## src/rtl/scc_pkg.sv

```systemverilog
package scc_pkg;
  typedef enum logic [1:0] {
    CLK_STOP = 2'b00,
    CLK_DIV1 = 2'b01,
    CLK_DIV2 = 2'b10,
    CLK_DIV4 = 2'b11
  } clkSel_e;

  // strobes from the serial control side to the datapath
  typedef struct packed {
    logic       opWr;
    logic       cfgWr;
    logic       rstWr;
    logic [4:0] data;
  } cmdStrobe_t;

  localparam int HALF_DIV1 = 1;
  localparam int HALF_DIV2 = 2;
  localparam int HALF_DIV4 = 4;
  localparam int BYTE_BITS = 8;
endpackage

```

## src/rtl/scc_spi_ctrl.sv

```systemverilog
module scc_spi_ctrl
  import scc_pkg::*;
#(
  parameter int SYNC_STAGES = 2
) (
  input  logic       clk,
  input  logic       rstN,
  input  logic       csN,
  input  logic       sclk,
  input  logic       mosi,
  input  logic [7:0] status,
  output logic       miso,
  output cmdStrobe_t cmd
);
  localparam int BW = $clog2(BYTE_BITS);

  logic [SYNC_STAGES-1:0] csPipe, sclkPipe, mosiPipe;
  logic csS, sclkS, mosiS, csPrev, sclkPrev;
  logic sclkRise, sclkFall, csFall;
  logic [BW-1:0] bitCnt;
  logic [6:0] shiftIn;
  logic [7:0] shiftOut;
  logic [7:0] fullByte;

  always_ff @(posedge clk or negedge rstN) begin
    if (!rstN) begin
      csPipe   <= '1;
      sclkPipe <= '0;
      mosiPipe <= '0;
      csPrev   <= 1'b1;
      sclkPrev <= 1'b0;
    end else begin
      csPipe   <= {csPipe[SYNC_STAGES-2:0], csN};
      sclkPipe <= {sclkPipe[SYNC_STAGES-2:0], sclk};
      mosiPipe <= {mosiPipe[SYNC_STAGES-2:0], mosi};
      csPrev   <= csS;
      sclkPrev <= sclkS;
    end
  end

  assign csS      = csPipe[SYNC_STAGES-1];
  assign sclkS    = sclkPipe[SYNC_STAGES-1];
  assign mosiS    = mosiPipe[SYNC_STAGES-1];
  assign sclkRise = sclkS & ~sclkPrev;
  assign sclkFall = ~sclkS & sclkPrev;
  assign csFall   = ~csS & csPrev;
  assign fullByte = {shiftIn, mosiS};

  always_ff @(posedge clk or negedge rstN) begin
    if (!rstN) begin
      bitCnt   <= '0;
      shiftIn  <= '0;
      shiftOut <= '0;
      cmd      <= '0;
    end else begin
      cmd.opWr  <= 1'b0;
      cmd.cfgWr <= 1'b0;
      cmd.rstWr <= 1'b0;
      if (csS) begin
        bitCnt <= '0;  // partial byte dropped
      end else begin
        if (csFall) shiftOut <= status;
        else if (sclkFall) shiftOut <= (bitCnt == '0) ? status : {shiftOut[6:0], 1'b0};
        if (sclkRise) begin
          shiftIn <= fullByte[6:0];
          bitCnt  <= bitCnt + 1'b1;
          if (bitCnt == BW'(BYTE_BITS - 1)) begin
            cmd.data  <= fullByte[4:0];
            cmd.opWr  <= fullByte[7] & ~fullByte[5];
            cmd.cfgWr <= fullByte[7] & ~fullByte[6] & fullByte[5];
            cmd.rstWr <= fullByte[7] & fullByte[6] & fullByte[5];
          end
        end
      end
    end
  end

  assign miso = shiftOut[7];
endmodule

```

## src/rtl/scc_clkdiv.sv

```systemverilog
module scc_clkdiv
  import scc_pkg::*;
(
  input  logic    clk,
  input  logic    rstN,
  input  clkSel_e selReq,
  output logic    cardClk
);
  localparam int CW = $clog2(HALF_DIV4);

  clkSel_e selAct;
  logic [CW-1:0] cnt;

  function automatic logic [CW-1:0] lastIdx(clkSel_e s);
    case (s)
      CLK_DIV1: return CW'(HALF_DIV1 - 1);
      CLK_DIV2: return CW'(HALF_DIV2 - 1);
      default:  return CW'(HALF_DIV4 - 1);
    endcase
  endfunction

  // ratio changes are adopted only when a low phase completes
  always_ff @(posedge clk or negedge rstN) begin
    if (!rstN) begin
      selAct  <= CLK_STOP;
      cnt     <= '0;
      cardClk <= 1'b0;
    end else if (cardClk) begin
      if (cnt == lastIdx(selAct)) begin
        cnt     <= '0;
        cardClk <= 1'b0;
      end else begin
        cnt <= cnt + 1'b1;
      end
    end else if (selAct == CLK_STOP) begin
      selAct <= selReq;
      cnt    <= '0;
    end else if (cnt == lastIdx(selAct)) begin
      cnt     <= '0;
      selAct  <= selReq;
      cardClk <= (selReq != CLK_STOP);
    end else begin
      cnt <= cnt + 1'b1;
    end
  end
endmodule

```

## src/rtl/scc_datapath.sv

```systemverilog
module scc_datapath
  import scc_pkg::*;
#(
  parameter int STARTUP_CYCLES = 64,
  parameter int SYNC_STAGES    = 2
) (
  input  logic       clk,
  input  logic       rstN,
  input  cmdStrobe_t cmd,
  input  logic       cardDet,
  output logic       cardClk,
  output logic       cardRst,
  output logic [1:0] supplySel,
  output logic       ioPullDown,
  output logic       slopeFast,
  output logic [7:0] status
);
  localparam int SW = $clog2(STARTUP_CYCLES + 1);

  clkSel_e clkSelReg;
  logic [1:0] supReg;
  logic rstLvl, cfgNc, cfgSpecial, slopeReg;
  logic [SW-1:0] startCnt;
  logic [SYNC_STAGES-1:0] detPipe;
  logic detS, present, detBit;

  always_ff @(posedge clk or negedge rstN) begin
    if (!rstN) begin
      clkSelReg  <= CLK_STOP;
      supReg     <= 2'b00;
      rstLvl     <= 1'b0;
      cfgNc      <= 1'b0;
      cfgSpecial <= 1'b0;
      slopeReg   <= 1'b0;
      startCnt   <= '0;
    end else begin
      if (cmd.opWr) begin
        rstLvl    <= cmd.data[4];
        clkSelReg <= clkSel_e'(cmd.data[3:2]);
        supReg    <= cmd.data[1:0];
      end
      if (cmd.rstWr) rstLvl <= cmd.data[4];
      if (cmd.cfgWr) begin
        rstLvl <= 1'b0;
        case (cmd.data[3:0])
          4'h0: cfgNc      <= 1'b0;
          4'h1: cfgNc      <= 1'b1;
          4'h2: cfgSpecial <= 1'b1;
          4'h3: cfgSpecial <= 1'b0;
          4'h4: slopeReg   <= 1'b0;
          4'h5: slopeReg   <= 1'b1;
          default: ;
        endcase
      end
      if (cmd.opWr && supReg == 2'b00 && cmd.data[1:0] != 2'b00)
        startCnt <= SW'(STARTUP_CYCLES);
      else if (startCnt != '0)
        startCnt <= startCnt - 1'b1;
    end
  end

  always_ff @(posedge clk or negedge rstN) begin
    if (!rstN) detPipe <= '0;
    else       detPipe <= {detPipe[SYNC_STAGES-2:0], cardDet};
  end

  assign detS       = detPipe[SYNC_STAGES-1];
  assign present    = cfgNc ? detS : ~detS;
  assign detBit     = cfgSpecial ? detS : present;
  assign status     = {3'b000, detBit, clkSelReg, supReg};
  assign supplySel  = supReg;
  assign slopeFast  = slopeReg;
  assign cardRst    = rstLvl & (supReg != 2'b00);
  assign ioPullDown = (supReg == 2'b00) | (startCnt != '0);

  scc_clkdiv u_div (
    .clk    (clk),
    .rstN   (rstN),
    .selReq (clkSelReg),
    .cardClk(cardClk)
  );
endmodule

```

## src/rtl/scc_coupler_top.sv

```systemverilog
module scc_coupler_top
  import scc_pkg::*;
#(
  parameter int STARTUP_CYCLES = 64,
  parameter int SYNC_STAGES    = 2
) (
  input  logic       clk,
  input  logic       rstN,
  input  logic       csN,
  input  logic       sclk,
  input  logic       mosi,
  output logic       miso,
  output logic       misoOe,
  input  logic       cardDet,
  output logic       cardClk,
  output logic       cardRst,
  output logic [1:0] supplySel,
  output logic       ioPullDown,
  output logic       slopeFast
);
  cmdStrobe_t cmd;
  logic [7:0] status;

  assign misoOe = ~csN;

  scc_spi_ctrl #(.SYNC_STAGES(SYNC_STAGES)) u_ctrl (
    .clk   (clk),
    .rstN  (rstN),
    .csN   (csN),
    .sclk  (sclk),
    .mosi  (mosi),
    .status(status),
    .miso  (miso),
    .cmd   (cmd)
  );

  scc_datapath #(.STARTUP_CYCLES(STARTUP_CYCLES), .SYNC_STAGES(SYNC_STAGES)) u_dp (
    .clk       (clk),
    .rstN      (rstN),
    .cmd       (cmd),
    .cardDet   (cardDet),
    .cardClk   (cardClk),
    .cardRst   (cardRst),
    .supplySel (supplySel),
    .ioPullDown(ioPullDown),
    .slopeFast (slopeFast),
    .status    (status)
  );
endmodule

```

## config.mk

```make
export PLATFORM = sky130hd
export DESIGN_NAME = scc_coupler_top
export DESIGN_NICKNAME = d
export VERILOG_FILES = /design/src/rtl/scc_pkg.sv /design/src/rtl/scc_spi_ctrl.sv /design/src/rtl/scc_clkdiv.sv /design/src/rtl/scc_datapath.sv /design/src/rtl/scc_coupler_top.sv
export SDC_FILE = /design/constraint.sdc
export NUM_CORES = 1
export LEC_CHECK = 0
export BUFFER_PORTS_ARGS = -buffer_cell sky130_fd_sc_hd__buf_2
export CAP_MARGIN = 20
export CELL_PAD_IN_SITES_DETAIL_PLACEMENT = 2
export CELL_PAD_IN_SITES_GLOBAL_PLACEMENT = 2
export CORE_MARGIN = 4
export CORE_UTILIZATION = 47
export CTS_BUF_LIST = sky130_fd_sc_hd__clkbuf_2 sky130_fd_sc_hd__clkbuf_4 sky130_fd_sc_hd__clkbuf_8
export DETAILED_ROUTE_END_ITERATION = 16
export GPL_ROUTABILITY_DRIVEN = 0
export PLACE_DENSITY_LB_ADDON = 0.25
export SYNTH_ARGS = -nofsm -noshare
export SYNTH_HDL_FRONTEND = slang
export SYNTH_SLANG_ARGS = --single-unit
export TNS_END_PERCENT = 20
```

## constraint.sdc

```tcl
create_clock -name clk -period 3.31 [get_ports clk]
set_input_delay 0.331 -clock clk [delete_from_list [all_inputs] [get_ports clk]]
set_output_delay 0.331 -clock clk [all_outputs]
set_load 0.05 [all_outputs]
```

# Yosys cells after proc, flatten, opt, wreduce, memory -nomap -nowiden
# Index checks and enable logic that the tools add are counted.
totals:
  regBits: 56
  in_bits: 6
  output_inout_bits: 8
  word_cells: 111
classes:
  n_addsub: 3
  eq_ne: 10
  mux: 32
  bitwise: 18
  reduce_logical: 25
ops:
  columns: ["op", "count"]
  rows:
  - ["$mux 8", 6]
  - ["$reduce_bool 2->1", 10]
  - ["$mux 2", 9]
  - ["$mux 7", 2]
  - ["$reduce_and 2->1", 6]
  - ["$and 1x1->1", 9]
  - ["$mux 1", 9]
  - ["$eq 4x2->1 const B", 2]
  - ["$eq 4x3->1 const B", 2]
  - ["$not 1->1", 8]
  - ["$reduce_bool 7->1", 1]
  - ["$sub 7x1->7 const B", 1]
  - ["$mux 3", 2]
  - ["$pmux 1 s2", 3]
  - ["$eq 2x2->1", 2]
  - ["$eq 4x1->1 const B", 1]
  - ["$logic_not 2->1", 2]
  - ["$logic_not 4->1", 1]
  - ["$pmux 2 s2", 1]
  - ["$add 3x1->3 const B", 1]
  - ["$eq 3x3->1 const B", 1]
  - ["$logic_not 3->1", 1]
  - ["$reduce_and 3->1", 1]
  - ["$reduce_bool 3->1", 1]
  - ["5 further kinds", 6]

# Logic depth before layout (Yosys ltp)
# Gate-level depths: netlist of the first run.
logic_depth:
  depth_word: 8
  ltp_mapped: 6
  ltp_nobuf: 6

# Hierarchy
# From an unflattened synthesis of the first run, not the netlist that was laid out.
hier_totals:
  hier_cells: 206
  area_unflattened_um2: 2498.6
by_module_without_submodules:
  columns: ["module", "instances", "cells_each", "area_each_um2", "seq_area_each_um2"]
  rows:
  - ["scc_spi_ctrl", 1, 99, 1343.8, 854.6]
  - ["scc_datapath", 1, 78, 843.3, 425.4]
  - ["scc_clkdiv", 1, 28, 307.8, 125.1]
  - ["scc_coupler_top", 1, 1, 3.8, 0.0]

# Worst setup path after synthesis of the first run
# No wires, ideal clock.
synth_timing:
  path_type: "reg2out"
  startpoint: "reg u_dp.startCnt[0]"
  endpoint: "out ioPullDown"
  arrival_time_ps: 1478
  required_time_ps: 2979
  setup_slack_ps: 1501
  path_stages_with_launch: 5
  path_buffers: 0
  path_cell_list: "dfrtp_1 > inv_1 > ha_1 > nor3b_1 > o211ai_1"
synth_via:
  elab_chain_len: 2
synth_lines:
  columns: ["element", "line", "source"]
  rows:
  - ["start, declared", "scc_datapath.sv:23", "logic [SW-1:0] startCnt;"]
  - ["start signal, assigned", "scc_datapath.sv:56", "startCnt <= SW'(STARTUP_CYCLES);"]
  - ["start signal, assigned", "scc_datapath.sv:58", "startCnt <= startCnt - 1'b1;"]
  - ["$reduce_bool 7->1", "scc_datapath.sv:74", "assign ioPullDown = (supReg == 2'b00) | (startCnt != '0);"]
  - ["$or 1x1->1", "scc_datapath.sv:74", null]
  - ["end, declared", "scc_coupler_top.sv:18", "output logic ioPullDown,"]
# No other way between the ends.

# Worst setup path in the final report of the first run
# Ends and elaborated chain as after synthesis.

==> impl_results.md, run 1 <==
* Dpl cell area at 2490 um^2
* Cts repair resizes at 0
* Final ANT Viol Nets at 0
* #FFs+latches synth at 56
* Slowest stage delay, CP at 0.42 ns
* Post-Route WL at 5180 um
* CTS sink cnt at 56
* Worst Tran Pin Value at 0.715 ns
* Clock skew at 0.00492 ns
* Post-synth cell types at 38
* Peak supply drop at 0.383 mV
* Cts bufs inserted at 5
* Internal power at 1.01 mW
* Largest cells by area after synthesis: dfrtp_1 (55%), mux2_2 (6.6%), dfstp_2 (3.3%)
* CP endpoint kind: output pin
* Cell row count at 25
* Buffers & Inverters on Critical Path at 2
* Hold Violations, Final at 0
* Worst path cell trace: inv_1 -> ha_1 -> nor3b_1 -> o211ai_1 -> buf_2
* Flop pwr share at 58.7%
* Drt pass-1 iters at 4
* Setup-failing EPs final at 0
* Tot Pwr at 1.32 mW
* Top layer in use: met4
* Mean area per synthesized cell at 12.3 um^2
* Final worst-path cycle share at 65.8%
* Post-synth EDFFs at 0
* Most frequent cells in the layout: dfrtp_1 (53), nand2_1 (19), nor2_1 (18), o21ai_0 (15), mux2_2 (14)
* Async S/R FF share, synth at 100%
* Total GRT Usage at 19.4%
* Dpl ws at 1.44 ns
* Clock power share at 34.2%
* DRC violations left at 0
* Post-synthesis instance area at 2390 um^2
* Core area at 4820 um^2
* Fin area at 2630 um^2
* Gate count of the mapped netlist at 194
* Post-Syn Nets at 206
* # IOs at 14
* Starting density of the core at 49.6%
* Run status: complete, no violations
* Fin crit period at 2.18 ns
* Most common cell after layout, fill and taps aside: dfrtp_1
* RSZ-0062 raised after global routing: false
* Worst Slack Setup Final at 1.13 ns
* Worst min-delay path class: in2reg
* Max Slew Vio Count at 0
* Via density at 5.25
* Final Net Count at 223
* Antenna violations before repair at 0
* Global-route wire length before repair at 9030 um
* Worst path slowest cell: nor3b_1
* Max Cap Viol at 0
* DR WL met2 at 2790 um
* CP top delay family: simple AND/OR/NAND/NOR gates
* Met1 wire length at 2110 um
* Starting DRT DRC Count at 55
* Seq/Total Area, Yosys at 58.8%
* CTS tree: done
* Die width at 79.3 um
* Fillcell total at 483
* Ys flop type: dfrtp_1
* WL/cell at 18.6 um
* Switch share at 23.5%
* Sw Pwr at 0.309 mW
* CTS Buffer Depth at 2
* Pwr dens at 500 nW/um^2
* Worst-path maximum fanout at 4
* Cell accounting for the most synthesized area: dfrtp_1
* N_diodes at 0
* Worst path arrival time at 1.85 ns
* CP Class: reg2out
* Htree depth at 2
* GRT Residual Overflow at 0
* Vias in the first global route at 1712
* YS warnings at 0
* Hold Slack at 0.118 ns
* Area grow syn2layout at 10.2%
* Max-slew headroom at 52.0%
* Post-synth top area share at 55.5%
* CTS root buf: clkbuf_8
* Type of origin of the critical path: register
* Fin Setup TNS at 0 ns
* Combinational power share at 7.1%
* Die area at 6290 um^2
* Pin count of the biggest net entering global routing at 46
* Reg clk slew, reported paths at 0.09 ns
* Die Span Y at 79.3 um
* Lkg Pwr at 1.30 nW
* Clock latency on the worst-skew pair at 0.31 ns
* Vias at 1466
* Layout cells sized above 1 at 25.0%
* Post-DP HPWL at 3530 um
* Req. time, crit path at 2.98 ns
* I/O Buffers at 13
* Fmax at 459 MHz
* Metal3 WL at 168 um
-- kinds of logic (layout without fill, tap and decap cells) --
family / after synthesis / count (layout) / share of synthesized area (%)
flip-flops: 56 / 56 / 58.8
XOR/XNOR: 8 / 8 / 2.93
multiplexers: 26 / 26 / 12.7
AO/OA/AOI/OAI: 28 / 28 / 7.22
buffers and inverters: 17 / 35 / 4.03
adder cells (fa/ha/maj): 6 / 6 / 3.14
AND/OR/NAND/NOR: 53 / 53 / 11.3
-- registers in the layout (all words and copies together), names as in the netlist, 3 cells and up --
signal,cells
u_ctrl.cmd,8
u_ctrl.shiftOut,8
u_ctrl.shiftIn,7
u_dp.startCnt,7
u_ctrl.bitCnt,3
-- per-stage QoR --
step                cells  util (%)
floorplan             194         -
global placement      269      51.7
detailed placement    269      51.7
CTS                   277      54.1
global route          279      54.7
finish                279      54.7
-- worst register-to-register path, stage by stage, from the launching register on --
cell      delay [ns]
dfrtp_1         0.41
inv_1           0.07
ha_1            0.23
nor3b_1         0.42
a211oi_1        0.17
xnor2_1         0.24
nor2_1          0.08
-- cell usage after synthesis (3+ instances only) --
library cell,instances
nand2b_1,3
dfrtp_1,53
xnor2_1,5
mux2_4,5
ha_1,6
a21oi_1,4
dfstp_2,3
inv_1,11
nand2_1,19
nor2_1,18
nor3_1,3
mux2i_1,7
mux2_2,14
o21ai_0,15
xor2_1,3
-- path summary, 6_finish.rpt --
| check | start | to | slack [ns] | cells after the start |
|---|---|---|---|---|
| worst max-delay path | u_dp.startCnt[0] | ioPullDown | 1.13 | 5 |
| worst min-delay path | mosi | u_ctrl.mosiPipe[0] | 0.12 | 1 |
| worst max register to register | u_dp.startCnt[0] | u_dp.startCnt[3] | 1.55 | 6 |
| worst min register to register | u_ctrl.csPipe[0] | u_ctrl.csPipe[1] | 0.36 | 0 |
| max in group asynchronous | rstN | u_dp.rstLvl | 2.32 | 4 |
| min in group asynchronous | rstN | u_dp.startCnt[4] | 0.35 | 2 |
-- layout make-up --
cell class | count | area [um^2] | share of cell area (%)
well taps | 67 | 83.8 | 3.18
flip-flops and latches | 56 | 1410 | 53.3
clock buffers | 6 | 76.3 | 2.90
repair buffers | 16 | 103 | 3.90
multi-input cells | 121 | 890 | 33.8
inverters | 11 | 41.3 | 1.57
clock inverters | 2 | 35.0 | 1.33
-- power by group through the flow --
stage	Sequential (mW)	Combinational [mW]	Clock, mW
after floorplan	0.768	0.0642	0
after global placement	0.775	0.0850	0
after detailed placement	0.783	0.0919	0
after CTS	0.775	0.0926	0.460
after global routing	0.781	0.107	0.506
final	0.774	0.0937	0.450
-- timing repair --
item                                   CTS  global route
endpoints found under the hold margin    0             2
setup buffers                            0             0
hold buffers                             0             1
-- layer usage --
layer  vias up  GRT usage [%]
met5         -              0
met4         0           6.19
met3        11           5.33
met2        26           34.2
met1       746           22.7
li1        683              -
(Power assumes the default switching activity.)
==> run 2: changes to the inputs <==
--- a/config.mk
+++ b/config.mk
@@ -5,12 +5,13 @@
 export SDC_FILE = /design/constraint.sdc
 export NUM_CORES = 1
 export LEC_CHECK = 0
+export ABC_AREA = 1
 export BUFFER_PORTS_ARGS = -buffer_cell sky130_fd_sc_hd__buf_2
 export CAP_MARGIN = 20
 export CELL_PAD_IN_SITES_DETAIL_PLACEMENT = 2
 export CELL_PAD_IN_SITES_GLOBAL_PLACEMENT = 2
 export CORE_MARGIN = 4
-export CORE_UTILIZATION = 47
+export CORE_UTILIZATION = 36
 export CTS_BUF_LIST = sky130_fd_sc_hd__clkbuf_2 sky130_fd_sc_hd__clkbuf_4 sky130_fd_sc_hd__clkbuf_8
 export DETAILED_ROUTE_END_ITERATION = 16
 export GPL_ROUTABILITY_DRIVEN = 0
==> constraint.sdc (replaced) <==
create_clock -name clk -period 1.95 [get_ports clk]
set_input_delay 0.195 -clock clk [delete_from_list [all_inputs] [get_ports clk]]
set_output_delay 0.195 -clock clk [all_outputs]
set_load 0.05 [all_outputs]
==> impl_results.md, run 2 <==
* CTS tree: done
* Worst min-delay path class: reg2reg
* FF-to-FF Start: u_dp.startCnt[0]
* Slowest stage delay, CP at 0.41 ns
* Largest cells by area after synthesis: dfrtp_1 (53%), nand2_1 (10%), inv_1 (4.7%)
* Synth cell count leaders: nand2_1 (68), dfrtp_1 (53), inv_1 (31)
* Hold depth at 0
* CP endpoint kind: output pin
* DRC violations left at 0
* CP Class: reg2out
* Worst Tran Pin Value at 0.401 ns
* Peak supply drop at 0.396 mV
* Starting DRT DRC Count at 57
* Worst path slowest cell: dfrtp_1
* Async S/R FF share, synth at 100%
* Placed insts at 359
* Cts bufs inserted at 5
* Vias in the first global route at 2048
* Most common cell after layout, fill and taps aside: nand2_1
* Fin cells at 376
* Layout cells sized above 1 at 21.6%
* Setup-failing EPs final at 0
* Die area at 8310 um^2
* Drt pass-1 iters at 4
* # IOs at 14
* YS warnings at 0
* Post-synthesis instance area at 2490 um^2
* Cell accounting for the most synthesized area: dfrtp_1
* Worst path cell trace: inv_2 -> ha_1 -> nand2_1 -> nor2_2 -> nand2_2 -> inv_2 -> o21ai_1 -> buf_4
* Max Cap Viol at 0
* R2r setup slk at 0.50 ns
* I/O Buffers at 13
* N_diodes at 0
* Most Frequent Cell on Critical Path: inv_2
* Hold Path Origin: u_dp.detPipe[0]
* WL/cell at 14.2 um
* Post-synth cell types at 30
* Fin crit period at 1.83 ns
* Run status: complete, no violations
* Final worst-path cycle share at 93.8%
* Area grow syn2layout at 13.5%
* Starting density of the core at 36.9%
* Internal power at 1.66 mW
* Fillcell total at 745
* Max-slew headroom at 73.3%
* Count leader, synth: nand2_1
* Clock latency on the worst-skew pair at 0.32 ns
* Min-Delay Endpoint: u_dp.detPipe[1]
* Gate count of the mapped netlist at 269
* Switch share at 25.8%
* Final Net Count at 307
* Fmax at 547 MHz
* Global-route wire length before repair at 9690 um
* Htree depth at 2
* Max Slew Vio Count at 0
* Hold Slack at 0.361 ns
* Worst path arrival time at 1.63 ns
* Final ANT Viol Nets at 0
* Ys flop type: dfrtp_1
* Flop pwr share at 55.9%
* Post-Route WL at 5330 um
* #FFs+latches synth at 56
* Post-synth EDFFs at 0
* Type of origin of the critical path: register
* Seq/Total Area, Yosys at 56.4%
* Combinational power share at 8.2%
* Vias at 1816
* Footprint of the multi-input gates at 888 um^2
* Total GRT Usage at 14.4%
* Sw Pwr at 0.579 mW
* Biggest regs: u_ctrl.cmd (8), u_ctrl.shiftOut (8)
* Lkg Pwr at 1.43 nW
* Clock power share at 35.9%
* Area occupied by registers at 1410 um^2
* Post-DP HPWL at 3730 um
* Hold Violations, Final at 0
* Worst-path maximum fanout at 4
* Reg clk slew, reported paths at 0.11 ns
* Pin count of the biggest net entering global routing at 31
* Mean area per synthesized cell at 9.26 um^2
* Cell row count at 30
* R2r endpoint: u_dp.startCnt[5]
* Post-Syn Nets at 281
* CTS sink cnt at 56
* CTS root buf: clkbuf_8
* Most frequent cells in the layout: nand2_1 (68), dfrtp_1 (53), inv_1 (30), nor2_1 (21), nand3_1 (16)
* Via density at 4.83
* Die Span Y at 91.2 um
* Pwr dens at 794 nW/um^2
* Post-synth top area share at 53.3%
* GRT Residual Overflow at 0
* Antenna violations before repair at 0
* R2r worst-path depth at 8
* Req. time, crit path at 1.75 ns
* Clock skew at 0.00842 ns
* CTS Buffer Depth at 2
* Die width at 91.2 um
* Core area at 6760 um^2
## run 2: metal layers
layer / vias up / track usage [%] / part of all wire (%) / routed length [um]
met2: 20 / 25.1 / 51 / 2710
met5: - / 0 / 0 / 0
met4: 0 / 4.90 / 1.6 / 85
met1: 897 / 17.7 / 45 / 2390
met3: 7 / 2.82 / 2.7 / 143
li1: 892 / - / - / -
## run 2: kinds of logic after synthesis
kind of cell               Yosys count  synth area share [%]
and+or+nand+nor                    126                  23.1
AOI/OAI and AO/OA                   32                  8.54
adders and majority gates            6                  3.01
DFF                                 56                  56.4
xor gates and xnor gates             3                  1.06
buffers and inverters               46                  7.89
## run 2: through the flow
stage / power (mW) / cell area, um^2 / utilization, % / worst slack [ns] / setup TNS (ns)
global placement: 1.45 / 2630 / 38.9 / 0.375 / 0
detailed placement: 1.46 / 2630 / 38.9 / 0.309 / 0
CTS: 2.27 / 2810 / 41.6 / 0.0682 / 0
global route: 2.36 / 2830 / 41.8 / -0.0000767 / -0.0000767
finish: 2.24 / 2830 / 41.8 / 0.121 / 0
floorplan: 1.39 / 2490 / - / 0.341 / 0
## run 2: repair_timing
item,in CTS,in global routing
hold buffers,5,0
setup buffers,2,2
endpoints found under the setup margin,1,1
endpoints found under the hold margin,57,0
gates resized for setup,2,0
pin swaps,2,1
## run 2: area by class of cell
class / count / share of cell area, %
clock inverters: 3 / 1.64
flip-flops and latches: 56 / 49.7
repair buffers: 24 / 5.76
multi-input cells: 167 / 31.4
well taps: 80 / 3.54
clock buffers: 5 / 2.44
inverters: 41 / 5.45
## run 2: worst max path at each step
stage / start / endpoint / slack (ns)
2_1_floorplan: u_dp.startCnt[0] / ioPullDown / 0.34
3_3_place_gp: u_dp.startCnt[0] / ioPullDown / 0.38
3_5_place_dp: u_dp.startCnt[0] / ioPullDown / 0.31
4_1_cts: u_dp.startCnt[0] / ioPullDown / 0.07
5_1_grt: u_dp.startCnt[1] / ioPullDown / -0.00008
6_report: u_dp.startCnt[0] / ioPullDown / 0.12
## run 2: critical path, delay by kind of cell, from the launching register on
kind | cells | cell delay, ns
fa+ha+maj | 1 | 0.18
flops | 1 | 0.41
compound gates | 1 | 0.05
simple gates | 3 | 0.33
buf+inv | 3 | 0.35
## run 2: power groups by stage
stage	logic, mW	clock network [mW]	registers [mW]
final	0.185	0.805	1.25
after global placement	0.174	0	1.27
after detailed placement	0.182	0	1.28
after floorplan	0.123	0	1.27
after CTS	0.192	0.828	1.25
after global routing	0.217	0.884	1.26
==> run 3: changes to the inputs <==
--- a/config.mk
+++ b/config.mk
@@ -11,8 +11,9 @@
 export CELL_PAD_IN_SITES_DETAIL_PLACEMENT = 2
 export CELL_PAD_IN_SITES_GLOBAL_PLACEMENT = 2
 export CORE_MARGIN = 4
-export CORE_UTILIZATION = 36
+export CORE_UTILIZATION = 40
 export CTS_BUF_LIST = sky130_fd_sc_hd__clkbuf_2 sky130_fd_sc_hd__clkbuf_4 sky130_fd_sc_hd__clkbuf_8
+export CTS_CLUSTER_DIAMETER = 100
 export DETAILED_ROUTE_END_ITERATION = 16
 export GPL_ROUTABILITY_DRIVEN = 0
 export PLACE_DENSITY_LB_ADDON = 0.25
==> constraint.sdc (replaced) <==
create_clock -name clk -period 1.9 [get_ports clk]
set_input_delay 0.19 -clock clk [delete_from_list [all_inputs] [get_ports clk]]
set_output_delay 0.19 -clock clk [all_outputs]
set_load 0.05 [all_outputs]
==> impl_results.md, run 3 (synthesized netlist as in run 2, its figures left out) <==
* Hold Violations, Final at 0
* Post-DP HPWL at 3900 um
* Top layer in use: met4
* I/O Buffers at 13
* Htree depth at 2
* Vias at 1835
* Met1 wire length at 2200 um
* Setup-failing EPs final at 0
* Final ANT Viol Nets at 0
* Via density at 4.99
* Type of origin of the critical path: register
* Worst path cell trace: inv_2 -> ha_2 -> nand2_2 -> nor2_4 -> nand2_2 -> inv_2 -> o21ai_1 -> buf_4
* Cell row count at 28
* CP Class: reg2out
* Worst Tran Pin Value at 0.535 ns
* Req. time, crit path at 1.71 ns
* DR WL met2 at 2780 um
* CTS sink cnt at 56
* Final worst-path cycle share at 93.5%
* CTS tree: done
* N_diodes at 0
* WL/cell at 14.1 um
* Global-route wire length before repair at 9810 um
* Die Span Y at 86.9 um
* Fmax at 563 MHz
* Most frequent cells in the layout: nand2_1 (67), dfrtp_1 (53), inv_1 (30), nor2_1 (21), nand3_1 (16)
* GRT Residual Overflow at 0
* Final Net Count at 304
* Max-slew headroom at 64.3%
* Clock skew at 0.00786 ns
* Total GRT Usage at 16.3%
* Drt pass-1 iters at 4
* Worst path arrival time at 1.59 ns
* Hold Slack at 0.357 ns
* Fin area at 2790 um^2
* Vias in the first global route at 2137
* Run status: complete, no violations
* CP endpoint kind: output pin
* Die area at 7550 um^2
* Worst-path maximum fanout at 4
* DRC violations left at 0
* Post-Route WL at 5170 um
* CTS Buffer Depth at 2
* Buffers & Inverters on Critical Path at 3
* Cts bufs inserted at 5
* Worst min-delay path class: reg2reg
* CP top delay family: flip-flops
* Most common cell after layout, fill and taps aside: nand2_1
* Slowest stage delay, CP at 0.41 ns
* Die width at 86.9 um
* Pin count of the biggest net entering global routing at 23
* Area grow syn2layout at 12.2%
* Core area at 5990 um^2
* Starting DRT DRC Count at 38
* Max Cap Viol at 0
* # IOs at 14
* Tot Pwr at 2.14 mW
* Starting density of the core at 41.6%
* Worst path slowest cell: dfrtp_1
* Biggest regs: u_ctrl.cmd (8), u_ctrl.shiftOut (8)
* Clock latency on the worst-skew pair at 0.31 ns
* Dpl cell area at 2630 um^2
* Peak supply drop at 0.404 mV
* Fillcell total at 655
* Lkg Pwr at 1.41 nW
* Antenna violations before repair at 0
* Pwr dens at 765 nW/um^2
* Layout cells sized above 1 at 21.5%
* CTS root buf: clkbuf_8
* Metal3 WL at 132 um
* Reg clk slew, reported paths at 0.10 ns
* Fin crit period at 1.78 ns
* Max Slew Vio Count at 0
## run 3: where the power goes
group          switching [mW]  internal [mW]
combinational           0.131         0.0609
sequential             0.0349           1.25
clock                   0.384          0.273
## run 3: worst paths after layout
kind | start | slack [ns] | endpoint | cells past startpoint
max | u_dp.startCnt[0] | 0.12 | ioPullDown | 8
min | u_ctrl.mosiPipe[0] | 0.36 | u_ctrl.mosiPipe[1] | 0
max reg2reg | u_dp.startCnt[0] | 0.49 | u_dp.startCnt[5] | 8
min reg2reg | u_ctrl.mosiPipe[0] | 0.36 | u_ctrl.mosiPipe[1] | 0
max in group asynchronous | rstN | 0.82 | u_ctrl.csPrev | 3
min in group asynchronous | rstN | 0.39 | u_dp.u_div.selAct[0] | 2
## run 3: area by class of cell
type | count | area (um^2) | share of cell area [%]
timing repair buffer | 21 | 153 | 5.47
sequential | 56 | 1410 | 50.3
clock inverter | 2 | 12.5 | 0.448
multi-input combinational | 167 | 898 | 32.2
inverter | 41 | 154 | 5.51
tap | 75 | 93.8 | 3.36
clock buffer | 6 | 76.3 | 2.73
## run 3: worst reg2reg max path, delay by kind of cell (launching register included)
kind	cells	cell delay [ns]
adders and majority gates	1	0.19
and+or+nand+nor	4	0.33
buffers and inverters	2	0.25
AOI/OAI and AO/OA	1	0.12
DFF	1	0.41
## run 3: through the flow
stage                     TNS [ns]  setup WS, ns  utilization [%]  instances
after floorplan                  0         0.296                -        269
after global placement           0         0.337             44.0        354
after CTS                        0        0.0289             46.4        368
final                            0         0.124             46.6        368
after global routing      -0.00247      -0.00247             46.6        368
after detailed placement         0         0.292             44.0        354
## run 3: layer usage
| metal | up-vias | track usage (%) |
|---|---|---|
| met5 | - | 0 |
| met4 | 0 | 4.25 |
| met3 | 5 | 3.22 |
| met2 | 19 | 29.6 |
| met1 | 924 | 19.5 |
| li1 | 887 | - |
## run 3: what timing repair did
item / 4_1_cts / 5_1_grt
pin swaps: 1 / 0
endpoints found under the setup margin: 1 / 1
buffers inserted: 1 / 0
gates resized for setup: 1 / 4
endpoints found under the hold margin: 24 / 0
hold buffers: 5 / 0
